==> config.mk <==
export PLATFORM = sky130hd
export DESIGN_NAME = dram_refresh_seq
export DESIGN_NICKNAME = d
export VERILOG_FILES = /design/src/rtl/dram_refresh_pkg.sv /design/src/rtl/period_timer.sv /design/src/rtl/cbr_strobe_gen.sv /design/src/rtl/dram_refresh_seq.sv
export SDC_FILE = /design/constraint.sdc
export NUM_CORES = 1
export LEC_CHECK = 0
export BUFFER_PORTS_ARGS = -buffer_cell sky130_fd_sc_hd__buf_2
export CAP_MARGIN = 20
export CORE_MARGIN = 3
export CORE_UTILIZATION = 40
export CTS_BUF_LIST = sky130_fd_sc_hd__clkbuf_8
export DETAILED_ROUTE_END_ITERATION = 16
export SYNTH_ARGS = -nofsm -noshare
export SYNTH_HDL_FRONTEND = slang
export SYNTH_HIERARCHICAL = 1
export SYNTH_SLANG_ARGS = --single-unit
==> constraint.sdc <==
create_clock -name clk -period 1.94 [get_ports clk]
set_input_delay 0.291 -clock clk [delete_from_list [all_inputs] [get_ports clk]]
set_output_delay 0.291 -clock clk [all_outputs]
set_load 0.01 [all_outputs]
==> src/rtl/dram_refresh_pkg.sv <==
package dram_refresh_pkg;

  typedef enum logic [2:0] {
    S_PAUSE,
    S_WAKE,
    S_IDLE,
    S_REQ,
    S_REF
  } seq_state_t;

  typedef enum logic [1:0] {
    P_IDLE,
    P_LEAD,
    P_LOW,
    P_PRE
  } strobe_phase_t;

endpackage

==> src/rtl/period_timer.sv <==
module period_timer #(
  parameter int LIMIT = 780
) (
  input  logic clk,
  input  logic rst,
  input  logic en,
  output logic tick
);
  localparam int W = (LIMIT > 1) ? $clog2(LIMIT) : 1;

  logic [W-1:0] cnt_q;
  logic         at_end;

  assign at_end = (cnt_q == W'(LIMIT - 1));
  assign tick   = en && at_end;

  always_ff @(posedge clk) begin
    if (rst) begin
      cnt_q <= '0;
    end else if (en) begin
      cnt_q <= at_end ? '0 : cnt_q + 1'b1;
    end
  end

endmodule

==> src/rtl/cbr_strobe_gen.sv <==
module cbr_strobe_gen
  import dram_refresh_pkg::*;
#(
  parameter int CAS_LEAD_CLKS = 1,
  parameter int RAS_LOW_CLKS  = 3,
  parameter int RAS_PRE_CLKS  = 2
) (
  input  logic clk,
  input  logic rst,
  input  logic start,
  output logic busy,
  output logic done,
  output logic own,
  output logic ras_n,
  output logic cas_n
);
  localparam int MAX_AB = (CAS_LEAD_CLKS > RAS_LOW_CLKS) ? CAS_LEAD_CLKS : RAS_LOW_CLKS;
  localparam int MAX_P  = (MAX_AB > RAS_PRE_CLKS) ? MAX_AB : RAS_PRE_CLKS;
  localparam int CW     = $clog2(MAX_P + 1);

  strobe_phase_t phase_q;
  logic [CW-1:0] cnt_q;
  logic          done_q, own_q, ras_q, cas_q;

  assign busy  = (phase_q != P_IDLE);
  assign done  = done_q;
  assign own   = own_q;
  assign ras_n = ras_q;
  assign cas_n = cas_q;

  always_ff @(posedge clk) begin
    if (rst) begin
      phase_q <= P_IDLE;
      cnt_q   <= '0;
      done_q  <= 1'b0;
      own_q   <= 1'b0;
      ras_q   <= 1'b1;
      cas_q   <= 1'b1;
    end else begin
      done_q <= 1'b0;
      case (phase_q)
        P_IDLE: begin
          if (start) begin
            phase_q <= P_LEAD;
            cnt_q   <= '0;
            cas_q   <= 1'b0;
            own_q   <= 1'b1;
          end
        end
        P_LEAD: begin
          if (cnt_q == CW'(CAS_LEAD_CLKS - 1)) begin
            phase_q <= P_LOW;
            cnt_q   <= '0;
            ras_q   <= 1'b0;
          end else begin
            cnt_q <= cnt_q + 1'b1;
          end
        end
        P_LOW: begin
          if (cnt_q == CW'(RAS_LOW_CLKS - 1)) begin
            phase_q <= P_PRE;
            cnt_q   <= '0;
            ras_q   <= 1'b1;
            cas_q   <= 1'b1;
          end else begin
            cnt_q <= cnt_q + 1'b1;
          end
        end
        default: begin
          if (cnt_q == CW'(RAS_PRE_CLKS - 1)) begin
            phase_q <= P_IDLE;
            cnt_q   <= '0;
            own_q   <= 1'b0;
            done_q  <= 1'b1;
          end else begin
            cnt_q <= cnt_q + 1'b1;
          end
        end
      endcase
    end
  end

  // width monitor for the RAS low pulse, used by the checks below
  logic [CW-1:0] low_len_q;
  always_ff @(posedge clk) begin
    if (rst || ras_q) low_len_q <= '0;
    else              low_len_q <= low_len_q + 1'b1;
  end

  a_r4_cbr_order: assert property (@(posedge clk) disable iff (rst)
    $fell(ras_n) |-> !cas_n);

  a_r5_ras_width: assert property (@(posedge clk) disable iff (rst)
    $rose(ras_n) |-> (low_len_q == CW'(RAS_LOW_CLKS)));

  a_r11_own_covers: assert property (@(posedge clk) disable iff (rst)
    (!ras_n || !cas_n) |-> own);

  a_r8_done_idle: assert property (@(posedge clk) disable iff (rst)
    done |-> (ras_n && cas_n));

endmodule

==> src/rtl/dram_refresh_seq.sv <==
module dram_refresh_seq
  import dram_refresh_pkg::*;
#(
  parameter int PAUSE_CLKS        = 10000,
  parameter int WAKE_CYCLES       = 8,
  parameter int REF_INTERVAL_CLKS = 780,
  parameter int CAS_LEAD_CLKS     = 1,
  parameter int RAS_LOW_CLKS      = 3,
  parameter int RAS_PRE_CLKS      = 2
) (
  input  logic clk,
  input  logic rst,
  input  logic ref_grant,
  output logic ready,
  output logic ref_req,
  output logic ref_done,
  output logic overrun,
  output logic strobe_own,
  output logic ras_n,
  output logic cas_n
);
  localparam int WCW = $clog2(WAKE_CYCLES + 1);

  seq_state_t     state_q;
  logic [WCW-1:0] wake_cnt_q;
  logic           pend_q, init_done_q, ready_q, overrun_q, done_q;
  logic           pause_tick, int_tick;
  logic           sg_start, sg_busy, sg_done;
  logic           last_wake, wake_finish, grant_take, miss;

  period_timer #(.LIMIT(PAUSE_CLKS)) u_pause (
    .clk (clk),
    .rst (rst),
    .en  (state_q == S_PAUSE),
    .tick(pause_tick)
  );

  period_timer #(.LIMIT(REF_INTERVAL_CLKS)) u_interval (
    .clk (clk),
    .rst (rst),
    .en  (init_done_q),
    .tick(int_tick)
  );

  cbr_strobe_gen #(
    .CAS_LEAD_CLKS(CAS_LEAD_CLKS),
    .RAS_LOW_CLKS (RAS_LOW_CLKS),
    .RAS_PRE_CLKS (RAS_PRE_CLKS)
  ) u_strobe (
    .clk  (clk),
    .rst  (rst),
    .start(sg_start),
    .busy (sg_busy),
    .done (sg_done),
    .own  (strobe_own),
    .ras_n(ras_n),
    .cas_n(cas_n)
  );

  always_comb begin
    last_wake   = (wake_cnt_q == WCW'(WAKE_CYCLES - 1));
    wake_finish = (state_q == S_WAKE) && sg_done && last_wake;
    grant_take  = (state_q == S_REQ) && ref_grant;
    miss        = int_tick && pend_q && !grant_take && (state_q != S_WAKE);
    sg_start    = !sg_busy &&
                  (((state_q == S_WAKE) && !wake_finish) ||
                   (grant_take && !overrun_q));
  end

  always_ff @(posedge clk) begin
    if (rst) begin
      state_q     <= S_PAUSE;
      wake_cnt_q  <= '0;
      pend_q      <= 1'b0;
      init_done_q <= 1'b0;
      ready_q     <= 1'b0;
      overrun_q   <= 1'b0;
      done_q      <= 1'b0;
    end else begin
      done_q <= 1'b0;
      case (state_q)
        S_PAUSE: begin
          if (pause_tick) begin
            state_q    <= S_WAKE;
            wake_cnt_q <= '0;
          end
        end
        S_WAKE: begin
          if (sg_done) begin
            if (last_wake) begin
              state_q     <= S_IDLE;
              init_done_q <= 1'b1;
            end else begin
              wake_cnt_q <= wake_cnt_q + 1'b1;
            end
          end
        end
        S_IDLE: begin
          if (pend_q) state_q <= S_REQ;
        end
        S_REQ: begin
          if (ref_grant) begin
            state_q    <= overrun_q ? S_WAKE : S_REF;
            wake_cnt_q <= '0;
          end
        end
        default: begin
          if (sg_done) begin
            state_q <= S_IDLE;
            done_q  <= 1'b1;
          end
        end
      endcase

      if (int_tick)        pend_q <= 1'b1;
      else if (grant_take) pend_q <= 1'b0;

      if (wake_finish) begin
        ready_q   <= 1'b1;
        overrun_q <= 1'b0;
      end else if (miss) begin
        ready_q   <= 1'b0;
        overrun_q <= 1'b1;
      end
    end
  end

  assign ready    = ready_q;
  assign ref_req  = (state_q == S_REQ);
  assign ref_done = done_q;
  assign overrun  = overrun_q;

  a_r7_hold_without_grant: assert property (@(posedge clk) disable iff (rst)
    (ref_req && !ref_grant) |=> (ras_n && cas_n));

  a_r9_not_ready_in_overrun: assert property (@(posedge clk) disable iff (rst)
    overrun |-> !ready);

  a_r10_ready_after_recovery: assert property (@(posedge clk) disable iff (rst)
    $fell(overrun) |-> ready);

  a_r2_quiet_pause: assert property (@(posedge clk) disable iff (rst)
    (state_q == S_PAUSE) |-> (ras_n && cas_n && !ready));

endmodule

==> impl_metrics.csv, run 1 <==
group,metric,value,unit
critical_path,r2r_end,"state_q[0]",
finish,antennaDiodeCount,0,
critical_path,r2r_slack,0.07,ns
placed_design,gp_congestion,0.795,
floorplanning,top_level_ports,10,
global_routing,antenna_found_initial,0,
sta,period_share,96.4,%
logic_synthesis,syn_inst,263,
clock_tree,cts_hold_buf,0,
critical_path,crit_path_start,"u_pause/cnt_q[4]",
sta,slew_viol_final,0,
logic_synthesis,synthDominantCellAreaShare,37.4,%
global_routing,overflow,0,
critical_path,worstPathArrival,2.04,ns
sta,whs,0.388,ns
global_routing,grt_max_degree,21,
logic_synthesis,netlist_area,2350,sq um
global_routing,grt_first_pass_wirelength,7960,um
critical_path,cp-start-kind,"flip-flop",
floorplanning,dieHeight,82.7,um
floorplanning,die_x,82.7,um
sta,fmax,0.535,GHz
sta,rsz0062_at_grt,"true",
logic_synthesis,yosys-top-cells-area,"dfxtp_1 (37%), ha_1 (8.0%), nor2_1 (6.7%)",
clock_tree,clockRootBuffer,"clkbuf_8",
logic_synthesis,yosys_warnings,6,
routing,first_pass_iters,4,
logic_synthesis,ys_ff_latch,44,
floorplanning,row_count,27,
routing,ant_nets,0,
routing,drc_errors,0,
power,p_sw_share,31.0,%
finish,final_cells,365,
power,peakVddDrop,0.412,mV
critical_path,reg2reg_depth,6,
critical_path,cpLargestDelayFamily,"simple AND/OR/NAND/NOR gates",
clock_tree,ctsLongestPathBuffers,2,
critical_path,crit_fanout,4,
placed_design,dpl.hpwl,3240,um
floorplanning,die_area,6840,sq um
routing,num_vias,1858,
routing,viasPerCell,5.09,
sta,hold_viol_final,0,
finish,finalInstanceArea,2730,sq um
placed_design,post-place-ws,0.0168,ns
sta,fin_ws,0.0697,ns
power,power_switching,0.743,mW
critical_path,endpoint,"state_q[0]",
logic_synthesis,synth_edf_count,0,
logic_synthesis,async_flop_share,0,%
critical_path,cp_num_buf_inv,0,
power,power.density,877,nW/um^2
placed_design,dpl_cell_area,2580,sq um
power,p_int,1.65,mW
sta,fin_tns_setup,0,ns
critical_path,crit_required,2.11,ns
clock_tree,insertion_delay,0.29,ns
global_routing,first_global_vias,1785,
finish,nets,310,
logic_synthesis,seq_area_frac_synth,37.4,%
sta,fin_skew,0.00346,ns
sta,setup_viol,0,
logic_synthesis,syn_avg_cell_area,8.94,sq um
critical_path,rr_startpoint,"u_pause/cnt_q[4]",
logic_synthesis,syn_nets,281,
power,leakage,1.05,nW
clock_tree,cts_sinks,44,
sta,worst_slew_pin_slew,0.378,ns
logic_synthesis,synth.distinct_cells,52,
status,status,"complete, no violations",
critical_path,crit_path_end_kind,"flip-flop",
clock_tree,clk_pin_slew,0.09,ns
power,power_frac_clock,30.3,%
global_routing,grt.total_usage,14.5,%
logic_synthesis,synth_top_flop_cell,"dfxtp_1",
critical_path,worstSetupPathType,"reg -> reg",
placed_design,numPortBuffers,9,
routing,postRouteWirelength,4490,um
sta,relSlewSlack,74.8,%
clock_tree,cts_buffers,5,
finish,areaGrowthSynthToFinish,16.2,%
clock_tree,cts_tree,"built",
flow_run,maxCapViolations,0,
routing,dr.first_iter.drc_count,167,
placed_design,place_inst,356,
critical_path,crit_path_max_incr_delay,0.54,ns
hold_path,hold_class,"in -> reg",
routing,wl_per_cell,12.3,um
finish,drive_above_1_share,19.1,%
critical_path,cp.depth,6,
power,p_total,2.40,mW
critical_path,crit_slowest_cell,"or4b_4",
power,power_frac_seq,42.9,%
critical_path,worstPathCellList,"or4b_4, nor4_4, nor4_1, a31oi_1, o311a_1, nor3_1",
floorplanning,fp.coreArea,5610,sq um
power,comb_power_share,26.8,%
sta,min_period,1.87,ns
finish,fill_cells,548,
finish,final_util,48.8,%
clock_tree,h-tree-depth,2,
logic_synthesis,synth_largest_area_cell,"dfxtp_1",
floorplanning,initial_utilization,41.9,%
## metal layers
layer  vias up  part of all wire, %  track usage (%)
li1        974                    -                -
met1       869                   52             20.2
met2        13                   45             23.2
met3         2                  2.2             2.93
met4         0                 0.65             3.10
met5         -                    0                0
## worst min-delay path by stage
stage | cells past startpoint | endpoint | startpoint | slack, ns
after global routing | 3 | state_q[2] | ref_grant | 0.39
final | 3 | state_q[2] | ref_grant | 0.39
after global placement | 2 | u_strobe/own | u_strobe/own | 0.46
after detailed placement | 2 | u_strobe/ras_n | u_strobe/ras_n | 0.47
after floorplan | 1 | u_strobe/own | rst | 0.36
after CTS | 3 | state_q[2] | ref_grant | 0.38
## power by group through the flow
stage                     clock network [mW]  registers (mW)  logic, mW
after floorplan                            0            1.05      0.478
after global placement                     0            1.04      0.641
after detailed placement                   0            1.05      0.644
after CTS                              0.744            1.02      0.648
after global routing                   0.782            1.04      0.737
final                                  0.726            1.03      0.643
## cells in the mapped netlist, types with 2 or more instances
cell type,count
mux2i_1,6
nand4_1,8
nor3_1,6
a211oi_1,4
nand2b_1,5
buf_6,4
nor2_1,42
a31oi_1,3
o21ai_0,3
nand3_1,14
clkbuf_1,3
and3_1,4
nand3b_1,2
ha_1,15
o21bai_1,2
inv_1,12
nor2b_1,4
or4b_1,3
xnor2_1,14
dfxtp_1,44
nor4_1,6
nor4_2,2
a21oi_1,10
xor2_1,8
nand2_1,12
## repair_timing
action                     CTS  global route
setup endpoints to repair    0             8
setup buffers                0             1
resized for setup            0             8
## placed cells by master, fill, tap and decap left out, types with 6 or more instances in the layout
cell type  count
nand4_1        8
mux2i_1        6
xnor2_1       14
nor4_1         6
xor2_1         8
dfxtp_1       41
buf_4         22
ha_1          15
nand2_1       12
a21oi_1        9
buf_2          9
nor2_1        42
inv_1         12
nand3_1       14
## kinds of logic (layout without fill, tap and decap cells)
kind of cell,count (synthesis),count (layout),synth area share (%)
buffers and inverters,21,51,4.84
AND/OR/NAND/NOR,124,124,29.8
adder cells (fa/ha/maj),15,15,7.98
AO/OA/AOI/OAI,31,31,9.20
flip-flops,44,44,37.4
XOR/XNOR,22,22,8.19
multiplexers,6,6,2.55
## worst register-to-register path, delay by kind of cell (launching register included)
kind / cells / cell delay (ns)
flip-flops: 1 / 0.32
AO/OA/AOI/OAI: 2 / 0.52
AND/OR/NAND/NOR: 4 / 0.91
## area by class of cell
cell class / instances / area, sq um / area share (%)
clock inverter: 3 / 47.5 / 1.74
tap: 72 / 90.1 / 3.30
sequential: 44 / 885 / 32.4
timing repair buffer: 31 / 210 / 7.69
clock buffer: 5 / 68.8 / 2.52
inverter: 12 / 45.0 / 1.65
multi-input combinational: 198 / 1390 / 50.8
## flip-flops by register name, summed over array words and instances (netlist names), 2 cells and up
| signal | cells |
|---|---|
| state_q | 3 |
| u_interval/cnt_q | 10 |
| u_strobe/phase_q | 2 |
| wake_cnt_q | 4 |
| u_strobe/cnt_q | 2 |
| u_pause/cnt_q | 14 |
Power figures use the tool's default switching activity.
==> run 2: changes to the inputs <==
--- a/config.mk
+++ b/config.mk
@@ -11,6 +11,7 @@
 export CORE_UTILIZATION = 40
 export CTS_BUF_LIST = sky130_fd_sc_hd__clkbuf_8
 export DETAILED_ROUTE_END_ITERATION = 16
+export MAX_ROUTING_LAYER = met4
 export SYNTH_ARGS = -nofsm -noshare
 export SYNTH_HDL_FRONTEND = slang
 export SYNTH_HIERARCHICAL = 1
==> run 2 against run 1 <==
Net effect:
- clock power barely moved
- final cell count did not move
- clock skew barely moved
- largest cell class unchanged
- hold slack barely moved
- combinational power barely moved
- critical endpoint unchanged
- sequential share of layout area did not move
- setup slack barely moved
==> impl_metrics.csv, run 2 (synthesis gave the netlist of run 1 again) <==
group,metric,value,unit
status,status,"complete, no violations",
sta,slew_viol_final,0,
routing,num_vias,1863,
clock_tree,insertion_delay,0.29,ns
clock_tree,h-tree-depth,2,
routing,m1WireLength,2320,um
clock_tree,ctsLongestPathBuffers,2,
floorplanning,die_x,82.7,um
critical_path,worstSetupPathType,"reg -> reg",
clock_tree,clockRootBuffer,"clkbuf_8",
power,peakVddDrop,0.412,mV
global_routing,grt_first_pass_wirelength,7950,um
finish,mostFrequentLayoutCells,"nor2_1 (42), dfxtp_1 (41), buf_4 (22)",
power,power.density,877,nW/um^2
global_routing,first_global_vias,1786,
global_routing,overflow,0,
floorplanning,top_level_ports,10,
floorplanning,dieHeight,82.7,um
finish,drive_above_1_share,19.1,%
hold_path,hold_class,"in -> reg",
placed_design,gp_congestion,0.807,
flow_run,maxCapViolations,0,
routing,postRouteWirelength,4490,um
critical_path,worstPathArrival,2.04,ns
clock_tree,clk_pin_slew,0.09,ns
global_routing,grt_max_degree,21,
finish,layout_commonest_cell,"nor2_1",
global_routing,grt.total_usage,14.9,%
critical_path,crit_path_end_kind,"flip-flop",
sta,hold_viol_final,0,
clock_tree,cts_sinks,44,
floorplanning,die_area,6840,sq um
placed_design,numPortBuffers,9,
clock_tree,cts_buffers,5,
floorplanning,row_count,27,
sta,rsz0062_at_grt,"true",
critical_path,cp-start-kind,"flip-flop",
routing,top_layer,"met4",
routing,wl_met2,2020,um
finish,top_register,"u_pause/cnt_q",
clock_tree,cts_tree,"built",
finish,largest_reg_flops,14,
critical_path,crit_fanout,4,
finish,areaGrowthSynthToFinish,16.2,%
routing,wl_met3,119,um
finish,top_regs,"u_pause/cnt_q: 14 flops, u_interval/cnt_q: 10 flops, wake_cnt_q: 4 flops",
floorplanning,fp.coreArea,5610,sq um
global_routing,antenna_found_initial,0,
placed_design,dpl_cell_area,2580,sq um
finish,antennaDiodeCount,0,
sta,min_period,1.87,ns
finish,multiInputGateArea,1390,sq um
routing,viasPerCell,5.10,
placed_design,dpl.hpwl,3240,um
power,leakage,1.05,nW
finish,nets,310,
routing,dr.first_iter.drc_count,175,
sta,period_share,96.4,%
sta,relSlewSlack,74.8,%
sta,fin_skew,0.00351,ns
sta,fin_tns_setup,0,ns
floorplanning,initial_utilization,41.9,%
routing,wl_per_cell,12.3,um
routing,first_pass_iters,4,
sta,setup_viol,0,
finish,fill_cells,548,
sta,fmax,0.535,GHz
finish,seq_area,885,sq um
critical_path,crit_required,2.11,ns
sta,worst_slew_pin_slew,0.378,ns
finish,finalInstanceArea,2730,sq um
routing,drc_errors,0,
routing,ant_nets,0,
-- run 2: cell type report --
| type | instances | area share (%) |
|---|---|---|
| Multi-Input combinational cell | 198 | 50.8 |
| Sequential cell | 44 | 32.4 |
| Timing Repair Buffer | 31 | 7.69 |
| Tap cell | 72 | 3.30 |
| Clock buffer | 5 | 2.52 |
| Clock inverter | 3 | 1.74 |
| Inverter | 12 | 1.65 |
-- run 2: timing repair --
item / 4_1_cts / 5_1_grt
setup buffers: 0 / 1
endpoints found under the setup margin: 0 / 8
resized for setup: 0 / 8
hold buffers: 0 / 0
-- run 2: critical path, cell delays in order, from the launching register on --
cell	delay (ns)
dfxtp_1	0.32
or4b_4	0.54
nor4_4	0.25
nor4_1	0.07
a31oi_1	0.29
o311a_1	0.23
nor3_1	0.05
-- run 2: worst paths after layout --
| path | cells past startpoint | slack (ns) | from | end |
|---|---|---|---|---|
| worst max register to register | 6 | 0.07 | u_pause/cnt_q[4] | state_q[0] |
| worst max-delay path | 6 | 0.07 | u_pause/cnt_q[4] | state_q[0] |
| worst min-delay path | 3 | 0.39 | ref_grant | state_q[2] |
| worst min register to register | 2 | 0.48 | u_strobe/ras_n | u_strobe/ras_n |
-- run 2: routing by layer --
metal,track usage [%],up-vias
met2,23.2,17
met3,2.93,2
met4,3.10,0
met5,-,-
met1,20.2,869
li1,-,975
-- run 2: through the flow --
stage               hold slack [ns]  util (%)  cells  setup slack (ns)  power [mW]
floorplan                     0.360         -    263           0.00102        1.53
global placement              0.464      46.0    356            0.0239        1.68
detailed placement            0.465      46.0    356            0.0168        1.69
CTS                           0.381      48.1    364           0.00490        2.42
global route                  0.394      48.8    365           -0.0566        2.56
finish                        0.387      48.8    365            0.0699        2.40
-- run 2: where the power goes --
part | switching (mW) | total [mW] | internal, mW
logic | 0.348 | 0.643 | 0.295
clock network | 0.337 | 0.726 | 0.388
registers | 0.0573 | 1.03 | 0.971
==> run 3: changes to the inputs <==
--- a/config.mk
+++ b/config.mk
@@ -12,6 +12,7 @@
 export CTS_BUF_LIST = sky130_fd_sc_hd__clkbuf_8
 export DETAILED_ROUTE_END_ITERATION = 16
 export MAX_ROUTING_LAYER = met4
+export SETUP_SLACK_MARGIN = 0.5
 export SYNTH_ARGS = -nofsm -noshare
 export SYNTH_HDL_FRONTEND = slang
 export SYNTH_HIERARCHICAL = 1
==> run 3 against run 2 <==
Net effect:
- sequential cell count unchanged
- total power increased by 3.5%
- sequential share of layout area decreased by 2.6 points
- die area unchanged
- combinational power increased by 18%
- wire length increased by 16%
- non-clock buffer count increased by 11
- largest power group unchanged
==> impl_metrics.csv, run 3 (synthesis gave the netlist of run 1 again) <==
group,metric,value,unit
finish,layout_commonest_cell,"dfxtp_1",
placed_design,gp_congestion,0.810,
global_routing,first_global_vias,1717,
clock_tree,cts_hold_buf,0,
routing,first_pass_iters,4,
sta,relSlewSlack,70.8,%
floorplanning,initial_utilization,41.9,%
global_routing,grt_max_degree,21,
sta,setup_viol,0,
power,leakage,1.13,nW
hold_path,worstHoldStart,"ref_grant",
routing,viasPerCell,5.23,
floorplanning,die_area,6840,sq um
critical_path,cp-start-kind,"flip-flop",
routing,num_vias,1972,
placed_design,dpl.hpwl,3310,um
sta,fin_skew,0.00898,ns
finish,mostFrequentLayoutCells,"dfxtp_1 (32), buf_4 (29), nor2_1 (23)",
global_routing,grt.total_usage,15.2,%
floorplanning,row_count,27,
clock_tree,cts_tree,"built",
finish,largest_reg_flops,14,
critical_path,rr_startpoint,"u_pause/cnt_q[5]",
finish,nets,322,
critical_path,crit_fanout,5,
floorplanning,fp.coreArea,5610,sq um
flow_run,maxCapViolations,0,
global_routing,grt_first_pass_wirelength,7880,um
routing,ant_nets,0,
clock_tree,h-tree-depth,2,
clock_tree,clk_pin_slew,0.09,ns
sta,worst_slew_pin_slew,0.438,ns
sta,whs,0.335,ns
sta,slew_viol_final,0,
sta,rsz0062_at_grt,"true",
critical_path,r2r_end,"wake_cnt_q[1]",
placed_design,post-place-ws,0.0373,ns
power,power.density,816,nW/um^2
placed_design,numPortBuffers,9,
critical_path,crit_required,2.17,ns
finish,areaGrowthSynthToFinish,29.2,%
clock_tree,insertion_delay,0.30,ns
status,status,"complete, no violations",
sta,fin_tns_setup,0,ns
finish,top_regs,"u_pause/cnt_q: 14 flops, u_interval/cnt_q: 10 flops, wake_cnt_q: 4 flops",
hold_path,hold_class,"in -> reg",
critical_path,crit_path_end_kind,"flip-flop",
routing,drc_errors,0,
sta,fmax,0.548,GHz
finish,drive_above_1_share,38.4,%
routing,postRouteWirelength,5210,um
hold_path,hold_path_depth,3,
placed_design,place_inst,353,
clock_tree,clockRootBuffer,"clkbuf_8",
floorplanning,dieHeight,82.7,um
sta,fin_ws,0.114,ns
floorplanning,top_level_ports,10,
routing,wl_per_cell,13.8,um
clock_tree,ctsLongestPathBuffers,2,
sta,hold_viol_final,0,
finish,antennaDiodeCount,0,
routing,dr.first_iter.drc_count,93,
clock_tree,cts_buffers,5,
critical_path,worstPathArrival,2.05,ns
power,peakVddDrop,0.631,mV
global_routing,antenna_found_initial,0,
finish,final_cells,377,
critical_path,r2r_slack,0.11,ns
sta,period_share,94.1,%
hold_path,min_to,"state_q[2]",
global_routing,overflow,0,
critical_path,worstSetupPathType,"reg -> reg",
sta,min_period,1.83,ns
critical_path,reg2reg_depth,6,
clock_tree,cts_sinks,44,
finish,top_register,"u_pause/cnt_q",
floorplanning,die_x,82.7,um
==> run 3: layer usage <==
layer	vias up	part of all wire [%]	global-route usage, %
li1	1005	-	-
met4	0	1.1	4.41
met1	930	52	21.9
met2	31	44	21.2
met5	-	0	-
met3	6	3.0	2.93
==> run 3: cell type report <==
type	instances	area, sq um
clock inverters	3	42.5
clock buffers	5	68.8
well taps	72	90.1
flip-flops and latches	44	906
multi-input cells	199	1570
repair buffers	42	318
fillers	528	2570
inverters	12	45.0
==> run 3: what timing repair did <==
action	in CTS	in global routing
endpoints found under the setup margin	40	40
gates cloned	1	1
buffers inserted	0	14
resized for setup	14	58
pin swaps	6	36
==> run 3: per-stage QoR <==
stage	total power, mW	util (%)	area [sq um]
2_1_floorplan	1.52	-	2380
3_3_place_gp	1.67	46.0	2580
3_5_place_dp	1.67	46.0	2580
4_1_cts	2.40	48.8	2740
5_1_grt	2.63	54.2	3040
6_report	2.48	54.2	3040
==> run 3: critical path: stages, from the launching register on <==
cell and delay, ns:
dfxtp_1 0.36, or3_1 0.43, nor4_4 0.31, buf_4 0.18
nand2_4 0.05, a31oi_4 0.23, mux2i_1 0.20
==> run 3: where the power goes <==
part	switching, mW	leakage, nW	internal (mW)	total, mW
Combinational	0.408	0.716	0.349	0.757
Clock	0.316	0.0541	0.381	0.698
Sequential	0.0564	0.363	0.969	1.03
Total	0.781	1.13	1.70	2.48
==> run 3: how the worst max path moves through the flow <==
stage | from | slack (ns) | cells past startpoint | end
detailed placement | u_pause/cnt_q[12] | 0.04 | 6 | state_q[0]
finish | u_pause/cnt_q[5] | 0.11 | 6 | wake_cnt_q[1]
global route | state_q[1] | 0.02 | 7 | wake_cnt_q[1]
floorplan | state_q[0] | 0.10 | 9 | state_q[1]
CTS | u_pause/cnt_q[12] | 0.10 | 6 | state_q[1]
global placement | u_pause/cnt_q[12] | 0.06 | 6 | state_q[1]
